<file path="src/rtl/rxf_pkg.sv">
package rxf_pkg;
    typedef enum logic {
        RTS_GO   = 1'b0,
        RTS_STOP = 1'b1
    } rts_state_e;

    localparam int unsigned BYTES_PER_WORD = 4;
endpackage

</file>
<file path="src/rtl/rxf_store.sv">
module rxf_store #(
    parameter int unsigned DEPTH = 16,
    localparam int unsigned AW = $clog2(DEPTH),
    localparam int unsigned LW = AW + 1
) (
    input  logic          clk,
    input  logic          rst_n,
    input  logic          push,
    input  logic [7:0]    din,
    input  logic [2:0]    pop_cnt,
    output logic [LW-1:0] level,
    output logic [LW-1:0] level_nxt,
    output logic [31:0]   peek
);
    logic [7:0]    mem [DEPTH];
    logic [AW-1:0] wr_ptr;
    logic [AW-1:0] rd_ptr;

    assign level_nxt = level + LW'(push) - LW'(pop_cnt);

    always_ff @(posedge clk) begin
        if (push) mem[wr_ptr] <= din;
    end

    always_ff @(posedge clk or negedge rst_n) begin
        if (!rst_n) begin
            wr_ptr <= '0;
            rd_ptr <= '0;
            level  <= '0;
        end else begin
            if (push) wr_ptr <= wr_ptr + AW'(1);
            rd_ptr <= rd_ptr + AW'(pop_cnt);
            level  <= level_nxt;
        end
    end

    for (genvar gi = 0; gi < rxf_pkg::BYTES_PER_WORD; gi++) begin : g_peek
        logic [AW-1:0] idx;
        assign idx = rd_ptr + AW'(gi);
        assign peek[8*gi +: 8] = mem[idx];
    end
endmodule

</file>
<file path="src/rtl/rxf_rts_fsm.sv">
module rxf_rts_fsm #(
    parameter int unsigned LW = 5
) (
    input  logic          clk,
    input  logic          rst_n,
    input  logic          en,
    input  logic [LW-1:0] lvl_cur,
    input  logic [LW-1:0] lvl_nxt,
    input  logic [LW-1:0] lo_thr,
    input  logic [LW-1:0] hi_thr,
    output logic          rts
);
    import rxf_pkg::*;

    rts_state_e state, state_nxt;
    logic up_cross, down_cross;

    assign up_cross   = (lvl_cur < hi_thr) && (lvl_nxt >= hi_thr);
    assign down_cross = (lvl_cur > lo_thr) && (lvl_nxt <= lo_thr);

    always_ff @(posedge clk or negedge rst_n) begin
        if (!rst_n) state <= RTS_GO;
        else        state <= state_nxt;
    end

    always_comb begin
        state_nxt = state;
        if (!en) begin
            state_nxt = RTS_GO;
        end else begin
            unique case (state)
                RTS_GO:   if (up_cross)   state_nxt = RTS_STOP;
                RTS_STOP: if (down_cross) state_nxt = RTS_GO;
                default:                  state_nxt = RTS_GO;
            endcase
        end
    end

    always_comb begin
        rts = (state == RTS_STOP);
    end
endmodule

</file>
<file path="src/rtl/rx_fifo_rts.sv">
module rx_fifo_rts #(
    parameter int unsigned DEPTH = 16,
    localparam int unsigned AW = $clog2(DEPTH),
    localparam int unsigned LW = AW + 1
) (
    input  logic          clk,
    input  logic          rst_n,
    input  logic          rx_valid,
    input  logic [7:0]    rx_char,
    input  logic          nine_bit_en,
    input  logic [1:0]    proto_mode,
    input  logic          rts_ctrl_en,
    input  logic [LW-1:0] lo_thr,
    input  logic [LW-1:0] hi_thr,
    input  logic          rd_en,
    input  logic          rd_word,
    input  logic          ovr_clr,
    output logic [31:0]   rd_data,
    output logic          rts,
    output logic [LW-1:0] level,
    output logic          overrun
);
    logic          full, accept, drop, multi;
    logic [2:0]    pop_cnt;
    logic [LW-1:0] level_nxt;
    logic [31:0]   peek, packed_word;

    assign full   = (level == LW'(DEPTH));
    assign accept = rx_valid && !full;
    assign drop   = rx_valid && full;
    assign multi  = !nine_bit_en && (proto_mode == 2'd0);

    always_comb begin
        pop_cnt = 3'd0;
        if (rd_en && level != '0) begin
            if (rd_word && multi)
                pop_cnt = (level >= LW'(4)) ? 3'd4 : 3'(level);
            else
                pop_cnt = 3'd1;
        end
    end

    for (genvar gb = 0; gb < rxf_pkg::BYTES_PER_WORD; gb++) begin : g_mask
        assign packed_word[8*gb +: 8] = (3'(gb) < pop_cnt) ? peek[8*gb +: 8] : 8'h00;
    end

    rxf_store #(.DEPTH(DEPTH)) u_store (
        .clk       (clk),
        .rst_n     (rst_n),
        .push      (accept),
        .din       (rx_char),
        .pop_cnt   (pop_cnt),
        .level     (level),
        .level_nxt (level_nxt),
        .peek      (peek)
    );

    rxf_rts_fsm #(.LW(LW)) u_rts (
        .clk     (clk),
        .rst_n   (rst_n),
        .en      (rts_ctrl_en),
        .lvl_cur (level),
        .lvl_nxt (level_nxt),
        .lo_thr  (lo_thr),
        .hi_thr  (hi_thr),
        .rts     (rts)
    );

    always_ff @(posedge clk or negedge rst_n) begin
        if (!rst_n) begin
            rd_data <= '0;
            overrun <= 1'b0;
        end else begin
            if (rd_en) rd_data <= packed_word;
            if (drop)         overrun <= 1'b1;
            else if (ovr_clr) overrun <= 1'b0;
        end
    end
endmodule

</file>
<file path="config.mk">
export PLATFORM = sky130hd
export DESIGN_NAME = rx_fifo_rts
export DESIGN_NICKNAME = d
export VERILOG_FILES = /design/src/rtl/rxf_pkg.sv /design/src/rtl/rxf_store.sv /design/src/rtl/rxf_rts_fsm.sv /design/src/rtl/rx_fifo_rts.sv
export SDC_FILE = /design/constraint.sdc
export NUM_CORES = 1
export LEC_CHECK = 0
export BUFFER_PORTS_ARGS = -buffer_cell sky130_fd_sc_hd__buf_2
export CORE_MARGIN = 2
export CORE_UTILIZATION = 50
export CTS_CLUSTER_SIZE = 8
export DETAILED_ROUTE_END_ITERATION = 10
export HOLD_SLACK_MARGIN = 0.12
export PLACE_DENSITY_LB_ADDON = 0.2
export SETUP_SLACK_MARGIN = 0.5
export SLEW_MARGIN = 0
export SYNTH_ARGS = -nofsm -noshare
export SYNTH_HDL_FRONTEND = slang
export SYNTH_HIERARCHICAL = 1
export SYNTH_SLANG_ARGS = --single-unit
</file>
<file path="constraint.sdc">
create_clock -name clk -period 11.3 [get_ports clk]
set_clock_uncertainty 0.1 [all_clocks]
set_input_delay 1.695 -clock clk [delete_from_list [all_inputs] [get_ports clk]]
set_output_delay 1.695 -clock clk [all_outputs]
set_load 0.03 [all_outputs]
</file>
After elaboration in Yosys (flattened, before gate mapping). Memories as Yosys holds them, arrays and structs flattened. Cells that the tools add are included.

$add $sub $neg: 7. Magnitude comparators: 9. Eq/ne operators: 1. Mux-type cells: 15. Bitwise operators: 1. Reduce and logical (&&, ||, !) cells: 12.

Operators with widths (count): 8-bit two-way mux (4); 3-bit two-way mux (3); 4-bit by 1-bit adder with 4-bit output (second input constant) (2); 4-bit by 2-bit adder with 4-bit output (second input constant) (2); 1-bit logical AND (7); 1-bit two-way mux (7); 1-bit by 3-bit less-than comparator with 1-bit output (first input constant) (2); 2-bit by 3-bit less-than comparator with 1-bit output (first input constant) (2); 5-bit by 1-bit adder with 5-bit output (1); 5-bit == test (second input constant) (1); 5-bit by 3-bit greater-or-equal comparator with 1-bit output (second input constant) (1); 5-bit greater-or-equal comparator (1); 5-bit > comparator (1); 5-bit less-or-equal comparator (1); 5-bit less-than comparator (1); 5-bit nonzero test (1); 5-bit by 3-bit subtractor with 5-bit output (1); 4-bit by 3-bit adder with 4-bit output (1); 1-bit logical NOT (2); 2-bit logical NOT (1); 1-bit case mux with 2 select lines (1); 2-bit nonzero test (1); 1-bit inverter (1).

Flip-flop bits (word level): 47. RAM bits: 128. Word-level logic and storage cells: 52. Memories: 1.

Memories: u_store.mem (depth 16, width 8, rd ports 4, clocked after memory_dff 0, write ports 1, line rxf_store.sv:15) `logic [7:0] mem [DEPTH];`.

Depth between registers and ports, before layout. Gate-level depths: netlist (run 1).

Depth after elaboration: 11. Gate-level depth with buffers: 18. Gate-level depth less buffers: 17.

Cells and area by module. The synthesis (run 1) kept the hierarchy.

By module, submodules not included: rxf_store (times used 1, cells each 550, area an instance 8800.9 um^2); rx_fifo_rts (times used 1, cells each 115, area an instance 1381.3 um^2); rxf_rts_fsm (times used 1, cells each 57, area an instance 469.2 um^2).

Least setup slack after synthesis (run 1). Ideal clock, no wire load.

Kind: input-to-reg. Start point: input proto_mode[1]. End point: register u_rts.state, in the netlist u_rts/rts. Library setup time: 0.123 ns. Arrival time: 4.857 ns. Slack: 6.220 ns. Stages on the path: 16. Cell sequence: or4b_2 o211ai_1 o21ai_0 ha_1 inv_1 ha_1 inv_1 fa_1 inv_1 a21o_1 a21oi_1 xnor2_1 ha_1 a21boi_0 o32a_1 o221a_1.

Cells in the longest elaborated chain, start to end: 11. Elaborated cells between the ends (all ways): 14.

Ends and longest elaborated chain: start, declared (line rx_fifo_rts.sv:11) `input logic [1:0] proto_mode,`; 2-bit logical NOT (*) (line rx_fifo_rts.sv:31) `assign multi = !nine_bit_en && (proto_mode == 2'd0);`; 1-bit logical AND (*) (line rx_fifo_rts.sv:31); 1-bit logical AND (*) (line rx_fifo_rts.sv:36) `if (rd_word && multi)`; 3-bit two-way mux (*) (line rx_fifo_rts.sv:36); 3-bit two-way mux (*) (line rx_fifo_rts.sv:35) `if (rd_en && level != '0) begin`; named net pop_cnt[0] (line rx_fifo_rts.sv:24) `logic [2:0] pop_cnt;`; 5-bit by 3-bit subtractor with 5-bit output (*) (line rxf_store.sv:19) `assign level_nxt = level + LW'(push) - LW'(pop_cnt);`; named net level_nxt[4] (line rx_fifo_rts.sv:25) `logic [LW-1:0] level_nxt;`; 5-bit less-or-equal comparator / 5-bit greater-or-equal comparator (equally long branches) (line rxf_rts_fsm.sv:19, rxf_rts_fsm.sv:18); 1-bit logical AND (on tied branches) (line rxf_rts_fsm.sv:19, rxf_rts_fsm.sv:18); 1-bit two-way mux (on tied branches) (line rxf_rts_fsm.sv:33, rxf_rts_fsm.sv:32); 1-bit case mux with 2 select lines (*) (line rxf_rts_fsm.sv:31) `unique case (state)`; 1-bit two-way mux (*) (line rxf_rts_fsm.sv:28) `if (!en) begin`; named net u_rts.state_nxt (line rxf_rts_fsm.sv:15) `rts_state_e state, state_nxt;`; end signal, assigned (line rxf_rts_fsm.sv:23) `else state <= state_nxt;`; end, declared (line rxf_rts_fsm.sv:15).

The timed path passes the listed nets; every way through them passes the cells marked *. A chain may end at the register's enable or synchronous reset.

Worst setup path in the final report (run 1). Ends and elaborated chain as after synthesis.

==> summary.md, run 1 <==
| Metric | Value |
|---|---|
| Run status | `finished clean` |
| Remaining DRCs | `0` |
| Antenna violations before repair | `0` |
| Top cell type's share of synthesized area | `0.361` |
| Number of warnings reported in the yosys synthesis log | `6` |
| Global placement routability congestion | `0.858` |
| Global routing usage summed across all routing layers | `0.262` |
| Synthesized netlist cell count | `722` |
| CTS buffer count | `17` |
| Type of the most critical hold path | `flop to flop` |
| Clock tree from TritonCTS | `done` |
| Count of hold buffers inserted by post-cts repair | `0` |
| Ratio of cells with drive above 1 in the final layout | `0.288` |
| Wire length per cell after detailed routing | `26.9 um` |
| Crit-path max FO | `3` |
| Via density per instance | `6.80` |
| Endpoint, Worst Hold | `rd_data[18]` |
| Maximum frequency from static timing analysis | `198 MHz` |
| Standard-cell row count | `53` |
| Number of endpoints with negative hold slack in the final report | `0` |
| Insertion delay to the later sink of the worst-skew pair | `440 ps` |
| Category of cells accounting for the largest share of critical-path delay | `adder cells` |
| Worst reg-to-reg setup slack | `6490 ps` |
| Area contributors post-synth | `sky130_fd_sc_hd__edfxtp_1 (36%), sky130_fd_sc_hd__mux4_2 (21%), sky130_fd_sc_hd__dfrtp_1 (11%), sky130_fd_sc_hd__mux2i_1 (7.6%), sky130_fd_sc_hd__ha_1 (4.3%)` |
| Most frequent cells in the layout | `sky130_fd_sc_hd__edfxtp_1 (128), sky130_fd_sc_hd__mux4_2 (98), sky130_fd_sc_hd__mux2i_1 (81)` |
| WP data arrival | `5270 ps` |
| Crit end category | `flop` |
| H-tree lvl count | `4` |
| Die X | `150 um` |
| Number of enable flip-flop cells after synthesis | `128` |
| Area of the core | `0.0210 mm^2` |
| Crit Reg-Reg Endpoint | `rd_data[26]` |
| Min-Delay Startpoint | `rd_data[18]` |
| Most used flip-flop cell after synthesis | `sky130_fd_sc_hd__edfxtp_1` |
| Number of nets produced by synthesis | `789` |
| Count of buffers inserted at the top-level ports | `66` |
| Proportion of synthesized flip-flops having asynchronous set or reset | `0.269` |
| Number of filler cells placed in the layout | `1633` |
| Crit path kind | `primary input to flop` |
| Number of max-cap violations | `0` |
| Number of buffers inserted by post-CTS setup repair | `0` |
| Root buf cell | `sky130_fd_sc_hd__clkbuf_16` |
| Average footprint of a synthesized cell | `14.8 um^2` |
| Setup-violating endpoint count in the final report | `0` |
| Most common cell after layout, fill and taps aside | `sky130_fd_sc_hd__edfxtp_1` |
| Count of unique library cells instantiated by Yosys | `55` |
| Total grt overflow | `0` |
| IR Drop Worst-Case VDD | `0.213 mV` |
| Wire length after detailed routing | `28400 um` |
| Maximum clock insertion buffer count | `2` |
| Number of cells on the worst reg-to-reg path | `10` |
| Hold-critical path depth | `1` |
| Vertical die dimension | `150 um` |
| Die Outline Area | `0.0225 mm^2` |
| Detailed Place HPWL | `19600 um` |
| Slew HR | `0.142` |
| Final cycle utilization of the critical path | `0.446` |
| Number of gates resized after cts | `0` |
| Leakage power summed over all cells | `4.56 nW` |
| Type of element launching the critical path | `primary input` |
| Effective utilization at floorplan | `0.508` |
| Worst path bufs/invs | `4` |
| Reg clk slew, reported paths | `70 ps` |
| Setup_tns | `0 ps` |
| Via count of the first global-routing pass | `6987` |
| Share of the yosys chip area belonging to registers | `0.471` |
| Required time reported for the critical path endpoint | `11530 ps` |
| Vias after detailed routing | `7181` |
| Final layout net count | `835` |
| Number of clock sinks | `175` |
| RSZ-0062 raised after global routing | `no` |
| Shortest clock period the worst path allows after layout | `5040 ps` |
| Critical-path cell list | `buf_2, or4b_2, o211ai_1, o21ai_0, ha_1, inv_1, ha_1, inv_1, fa_1, inv_1, a21o_1, a21oi_1, xnor2_1, ha_1, a21boi_0, o32a_1, o221a_1` |
| Power density over cell area | `326 mW/mm^2` |
| Number of ports placed on the die boundary | `67` |
| Min Hold Slack | `382 ps` |
| Slowest library cell on the worst path | `sky130_fd_sc_hd__or4b_2` |
| Combined area of all synthesized cells | `0.0107 mm^2` |
| Pre-antenna DRT Iters | `7` |
| First DRT Iteration DRCs | `623` |
| Post-synthesis sequential element count | `175` |
| Post-route ant nets | `0` |
| Worst stage delay on the critical path | `700 ps` |
| Actual slew at the worst max-slew pin | `1280 ps` |
| Antenna diode count | `0` |
| First-pass GRT wire length | `42700 um` |
| Slew Limit Fails | `0` |
| Synth area leader | `sky130_fd_sc_hd__edfxtp_1` |
| Pin count of the biggest net entering global routing | `71` |
| Synth-to-Final Area Change | `10.7%` |
| Reg2Reg Launch Point | `u_store/rd_ptr[1]` |
[report_power, final]
part	total (mW)	leakage, nW	internal, mW	switching [mW]
Combinational	2.35	2.51	1.02	1.33
Sequential	0.906	1.77	0.796	0.110
Clock	0.586	0.282	0.315	0.272
Total	3.85	4.56	2.13	1.71
[Yosys cell counts (6+ instances only)]
cell,n
sky130_fd_sc_hd__mux4_1,7
sky130_fd_sc_hd__mux4_2,98
sky130_fd_sc_hd__a22o_1,8
sky130_fd_sc_hd__a22oi_1,16
sky130_fd_sc_hd__inv_1,30
sky130_fd_sc_hd__nor2_1,23
sky130_fd_sc_hd__edfxtp_1,128
sky130_fd_sc_hd__buf_4,8
sky130_fd_sc_hd__clkbuf_1,15
sky130_fd_sc_hd__nand3_1,11
sky130_fd_sc_hd__o2bb2ai_1,24
sky130_fd_sc_hd__a31oi_1,7
sky130_fd_sc_hd__buf_2,20
sky130_fd_sc_hd__xnor2_1,10
sky130_fd_sc_hd__o22ai_1,8
sky130_fd_sc_hd__and3b_1,6
sky130_fd_sc_hd__nand2_1,59
sky130_fd_sc_hd__a21oi_1,10
sky130_fd_sc_hd__mux2i_1,81
sky130_fd_sc_hd__ha_1,37
sky130_fd_sc_hd__dfrtp_1,47
sky130_fd_sc_hd__a311o_1,8
[cell families (layout without fill, tap and decap cells)]
group                    count (synthesis)  after routing  synth area share
adder cells (fa/ha/maj)                 39             39            0.0472
AO/OA/AOI/OAI                          104            104            0.0762
flip-flops                             175            175             0.471
XOR/XNOR                                14             14            0.0129
buffers and inverters                   81            140            0.0365
multiplexers                           186            186             0.301
AND/OR/NAND/NOR                        123            123            0.0552
[registers in the layout, indices dropped and copies added (netlist names)]
signal          flops
rd_data            32
u_store/wr_ptr      4
u_store/mem       128
overrun             1
u_store/rd_ptr      4
u_rts/rts           1
u_store/level       5
[metrics by stage]
step / instances / power, mW / worst slack, ps / utilization / area [um^2]
2_1_floorplan: 722 / 2.61 / 6220 / - / 10700
3_3_place_gp: 1024 / 3.17 / 5900 / 0.534 / 11200
3_5_place_dp: 1024 / 3.22 / 5790 / 0.534 / 11200
4_1_cts: 1056 / 3.82 / 6260 / 0.562 / 11800
5_1_grt: 1056 / 4.03 / 5990 / 0.562 / 11800
6_report: 1056 / 3.85 / 6260 / 0.562 / 11800
[how the worst max path moves through the flow]
stage | start | to | slack [ps] | cells after the start
floorplan | proto_mode[1] | u_rts/rts | 6220 | 16
global placement | proto_mode[1] | u_rts/rts | 5900 | 17
detailed placement | rx_valid | u_rts/rts | 5790 | 16
CTS | proto_mode[1] | u_rts/rts | 6260 | 17
global route | rx_valid | u_rts/rts | 5990 | 16
finish | proto_mode[1] | u_rts/rts | 6260 | 17
[area by class of cell]
type	instances	area (um^2)	share of cell area
flip-flops and latches	175	5030	0.427
well taps	275	344	0.0292
inverters	31	116	0.00987
repair buffers	77	413	0.0350
clock inverters	15	171	0.0145
multi-input cells	466	5290	0.449
clock buffers	17	425	0.0361
[layer usage]
layer	track usage	part of all wire	vias up
met5	0	0	-
met4	0.105	0.033	0
met3	0.0677	0.10	51
met2	0.409	0.47	445
met1	0.352	0.39	3669
li1	-	-	3016
Note: power is estimated with default switching activity, not from simulation.
==> inputs of run 2 (changes only) <==
--- a/config.mk
+++ b/config.mk
@@ -5,6 +5,7 @@
 export SDC_FILE = /design/constraint.sdc
 export NUM_CORES = 1
 export LEC_CHECK = 0
+export ABC_AREA = 1
 export BUFFER_PORTS_ARGS = -buffer_cell sky130_fd_sc_hd__buf_2
 export CORE_MARGIN = 2
 export CORE_UTILIZATION = 50
==> constraint.sdc (replaced) <==
create_clock -name clk -period 4.9 [get_ports clk]
set_clock_uncertainty 0.1 [all_clocks]
set_input_delay 0.735 -clock clk [delete_from_list [all_inputs] [get_ports clk]]
set_output_delay 0.735 -clock clk [all_outputs]
set_load 0.03 [all_outputs]
==> run 2 against run 1 <==
Worst setup slack got worse by 5000 ps. Largest cell class is now registers. Sequential cell count did not move. Sequential power rose by 120%.
==> summary.md, run 2 <==
| Metric | Value |
|---|---|
| Wire length per cell after detailed routing | `19.2 um (-29%)` |
| Insertion delay to the later sink of the worst-skew pair | `430 ps (about the same)` |
| Area of the core | `0.0209 mm^2 (-0.32%)` |
| Min-Delay Startpoint | `rd_data[17]` |
| Leakage power summed over all cells | `5.40 nW (+18%)` |
| Top cell type's share of synthesized area | `0.363 (+0.00205)` |
| Area of combinational cells with multiple inputs | `0.00497 mm^2 (-6.0%)` |
| Minimum setup slack after placement | `1160 ps (-4640 ps)` |
| Biggest regs | `u_store/mem (128), rd_data (32), u_store/level (5)` |
| Share of the yosys chip area belonging to registers | `0.474 (+0.00267)` |
| Antenna violations before repair | `0 (unchanged)` |
| Number of max-cap violations | `0 (unchanged)` |
| Die Outline Area | `0.0224 mm^2 (-0.55%)` |
| RSZ-0062 raised after global routing | `no` |
| Crit end category | `flop` |
| Most common cell after layout, fill and taps aside | `sky130_fd_sc_hd__nand2_1` |
| Synth area leader | `sky130_fd_sc_hd__edfxtp_1` |
| Met2 Routed Length | `14100 um (+4.8%)` |
| Number of filler cells placed in the layout | `1952 (+20%)` |
| Slew HR | `0.140 (-0.00210)` |
| Post-route ant nets | `0 (unchanged)` |
| Actual slew at the worst max-slew pin | `1290 ps (+3.14 ps)` |
| Commonest cells in the netlist | `sky130_fd_sc_hd__nand2_1 (535), sky130_fd_sc_hd__nand3_1 (399), sky130_fd_sc_hd__edfxtp_1 (128)` |
| Run status | `finished clean` |
| Shortest clock period the worst path allows after layout | `3610 ps` |
| Number of enable flip-flop cells after synthesis | `128 (unchanged)` |
| Endpoint, Worst Hold | `rd_data[17]` |
| Top register by number of flip-flops | `u_store/mem` |
| Final cycle utilization of the critical path | `0.737` |
| Number of ports placed on the die boundary | `67 (unchanged)` |
| Post-synthesis sequential element count | `175 (unchanged)` |
| Min Hold Slack | `378 ps (-4.11 ps)` |
| Wire length on met1 | `13700 um (+23%)` |
| Internal power consumption | `4.12 mW (+93%)` |
| Setup_tns | `0 ps (unchanged)` |
| Placed Area | `0.0110 mm^2 (-1.7%)` |
| Fraction of power consumed by the clock network | `0.136 (-0.016)` |
| Required time reported for the critical path endpoint | `5120 ps (-6410 ps)` |
| Total met3 wirelength after detailed routing | `3680 um (+26%)` |
| Count of buffers inserted at the top-level ports | `66 (unchanged)` |
| Number of buffers inserted by post-CTS setup repair | `0 (unchanged)` |
| Number of clock sinks | `175 (unchanged)` |
| Power share of the sequential group | `0.222 (-0.013)` |
| Ratio of cells with drive above 1 in the final layout | `0.0974 (-0.191)` |
| First DRT Iteration DRCs | `1301 (+110%)` |
| Area contributors post-synth | `sky130_fd_sc_hd__edfxtp_1 (36%), sky130_fd_sc_hd__nand2_1 (19%), sky130_fd_sc_hd__nand3_1 (19%), sky130_fd_sc_hd__dfrtp_1 (11%), sky130_fd_sc_hd__ha_1 (4.4%)` |
| Most used flip-flop cell after synthesis | `sky130_fd_sc_hd__edfxtp_1` |
| Slew Limit Fails | `0 (unchanged)` |
| Combined area of all synthesized cells | `0.0106 mm^2 (-0.56%)` |
| Antenna diode count | `0 (unchanged)` |
| Average footprint of a synthesized cell | `7.79 um^2 (-47%)` |
| Global placement routability congestion | `0.891 (+3.8%)` |
| Least setup slack across all paths after layout | `1290 ps (-4970 ps)` |
| DR top layer | `met4` |
| Vias after detailed routing | `9975 (+39%)` |
| Pin count of the biggest net entering global routing | `77 (+8.5%)` |
| Setup-violating endpoint count in the final report | `0 (unchanged)` |
| Worst reg-to-reg setup slack | `1290 ps (-5200 ps)` |
| Final layout net count | `1451 (+74%)` |
| Count of non-filler cells in the finished layout | `1672 (+58%)` |
| Crit path kind | `flop to flop` |
| IR Drop Worst-Case VDD | `0.411 mV (+93%)` |
| Remaining DRCs | `0 (unchanged)` |
| Slowest library cell on the worst path | `sky130_fd_sc_hd__inv_2` |
| Reg clk slew, reported paths | `70 ps (about the same)` |
| Utilization after layout | `0.552 (-0.0107)` |
| Total grt overflow | `0 (unchanged)` |
| Number of gates resized after cts | `0 (unchanged)` |
| Most frequent cells in the layout | `sky130_fd_sc_hd__nand2_1 (535), sky130_fd_sc_hd__nand3_1 (399), sky130_fd_sc_hd__edfxtp_1 (128)` |
| Number of cells on the worst reg-to-reg path | `10 (unchanged)` |
| Via density per instance | `5.97 (-12%)` |
| H-tree lvl count | `4 (unchanged)` |
| WP data arrival | `3830 ps (-1440 ps)` |
| Power dissipated by switching net loads | `4.94 mW (+190%)` |
| Global routing usage summed across all routing layers | `0.292 (+0.0308)` |
| Final std cell area, no fill | `0.0115 mm^2 (-2.2%)` |
| Crit-path max FO | `64 (+61)` |
| Origin of the worst setup path | `u_store/rd_ptr[0]` |
| FF+latch area | `0.00502 mm^2 (about the same)` |
| Detailed Place HPWL | `21000 um (+7.4%)` |
| Number of warnings reported in the yosys synthesis log | `6 (unchanged)` |
| Die X | `150 um (-0.27%)` |
| Crit Reg-Reg Endpoint | `rd_data[9]` |
| Count of hold buffers inserted by post-cts repair | `0 (unchanged)` |
| Hold-critical path depth | `2 (+1)` |
| Synthesized netlist cell count | `1360 (+88%)` |
| Number of nets produced by synthesis | `1427 (+81%)` |
| CTS buffer count | `17 (unchanged)` |
| Root buf cell | `sky130_fd_sc_hd__clkbuf_16` |
| Fraction of power consumed by combinational cells | `0.642 (+0.030)` |
| Pre-antenna DRT Iters | `6 (-1)` |
| Worst path most repeated cell | `sky130_fd_sc_hd__nand2_1` |
| Effective utilization at floorplan | `0.507 (-0.00126)` |
| Synth-to-Final Area Change | `8.83%` |
| Worst stage delay on the critical path | `910 ps (+210 ps)` |
| Type of the most critical hold path | `flop to flop` |
| Reg2Reg Launch Point | `u_store/rd_ptr[0]` |
| Switching fraction of total power | `0.545 (+0.101)` |
| First-pass GRT wire length | `49700 um (+16%)` |
| Dominant cell by count in the synthesized netlist | `sky130_fd_sc_hd__nand2_1` |
| Proportion of synthesized flip-flops having asynchronous set or reset | `0.269 (unchanged)` |
| Critical-path cell list | `clkinv_2, ha_2, inv_2, nand3_1, nand3_1, nand2_1, nand2_1, nand2_1, nand2_1, nand2_1` |
| Wire length after detailed routing | `32100 um (+13%)` |
| Type of element launching the critical path | `flop` |
| Via count of the first global-routing pass | `8980 (+29%)` |
| Count of unique library cells instantiated by Yosys | `35 (-36%)` |
| Power density over cell area | `786 mW/mm^2 (+140%)` |
| Number of endpoints with negative hold slack in the final report | `0 (unchanged)` |
| Count of placed standard cells including taps | `1640 (+60%)` |
| Flip-flop count of the largest register after layout | `128 (unchanged)` |
| Total power of the final layout | `9.06 mW (+140%)` |
| Clock tree from TritonCTS | `done` |
| Standard-cell row count | `53 (unchanged)` |
| Vertical die dimension | `150 um (-0.27%)` |
| Maximum frequency from static timing analysis | `277 MHz` |
| Maximum clock insertion buffer count | `2 (unchanged)` |
## run 2: changes by cell type after synthesis, moves of 8 or more
cell	change
sky130_fd_sc_hd__nand2_1	+476
sky130_fd_sc_hd__nand3_1	+388
sky130_fd_sc_hd__mux4_2	-98
sky130_fd_sc_hd__mux2i_1	-81
sky130_fd_sc_hd__inv_1	+26
sky130_fd_sc_hd__o2bb2ai_1	-24
sky130_fd_sc_hd__buf_2	+17
sky130_fd_sc_hd__a22oi_1	-16
sky130_fd_sc_hd__a22o_1	-8
sky130_fd_sc_hd__a22o_2	+8
sky130_fd_sc_hd__a311o_1	-8
sky130_fd_sc_hd__buf_1	+8
## run 2: critical path: cells and delay by family (launching register included)
family / cells / cell delay (ps)
buffers and inverters: 2 / 1570
DFF: 1 / 410
adders and majority gates: 1 / 580
and+or+nand+nor: 7 / 760
## run 2: final cells by class
class | instances | area share
clock buffer | 18 | 0.0372
multi-input combinational | 1048 | 0.432
tap | 275 | 0.0299
sequential | 175 | 0.436
inverter | 65 | 0.0215
timing repair buffer | 77 | 0.0358
clock inverter | 14 | 0.00814
## run 2: cells by family after synthesis
logic type | after synthesis | synth area share
AOI/OAI and AO/OA | 24 | 0.0169
xor gates and xnor gates | 8 | 0.00662
adders and majority gates | 39 | 0.0475
buffers and inverters | 137 | 0.0567
DFF | 175 | 0.474
and+or+nand+nor | 977 | 0.398
## run 2: worst max-delay path by stage
stage / end / slack [ps] / cells after the start
6_report: rd_data[9] / 1290 / 10
5_1_grt: u_rts/rts / 1070 / 20
4_1_cts: u_rts/rts / 1410 / 23
3_5_place_dp: u_rts/rts / 1160 / 21
3_3_place_gp: u_rts/rts / 1290 / 24
2_1_floorplan: u_rts/rts / 1490 / 24
## run 2: routing by layer
layer  vias up  global-route usage
met5         -                   0
met4         0              0.0833
met3        64              0.0488
met2       636               0.452
met1      4638               0.425
li1       4637                   -
## run 2: power by group through the flow
stage	logic (mW)	clock network, mW	registers, mW
floorplan	3.89	0	2.13
CTS	5.62	1.25	2.01
detailed placement	5.60	0	2.04
finish	5.81	1.23	2.01
global placement	5.54	0	2.04
global route	6.37	1.31	2.03
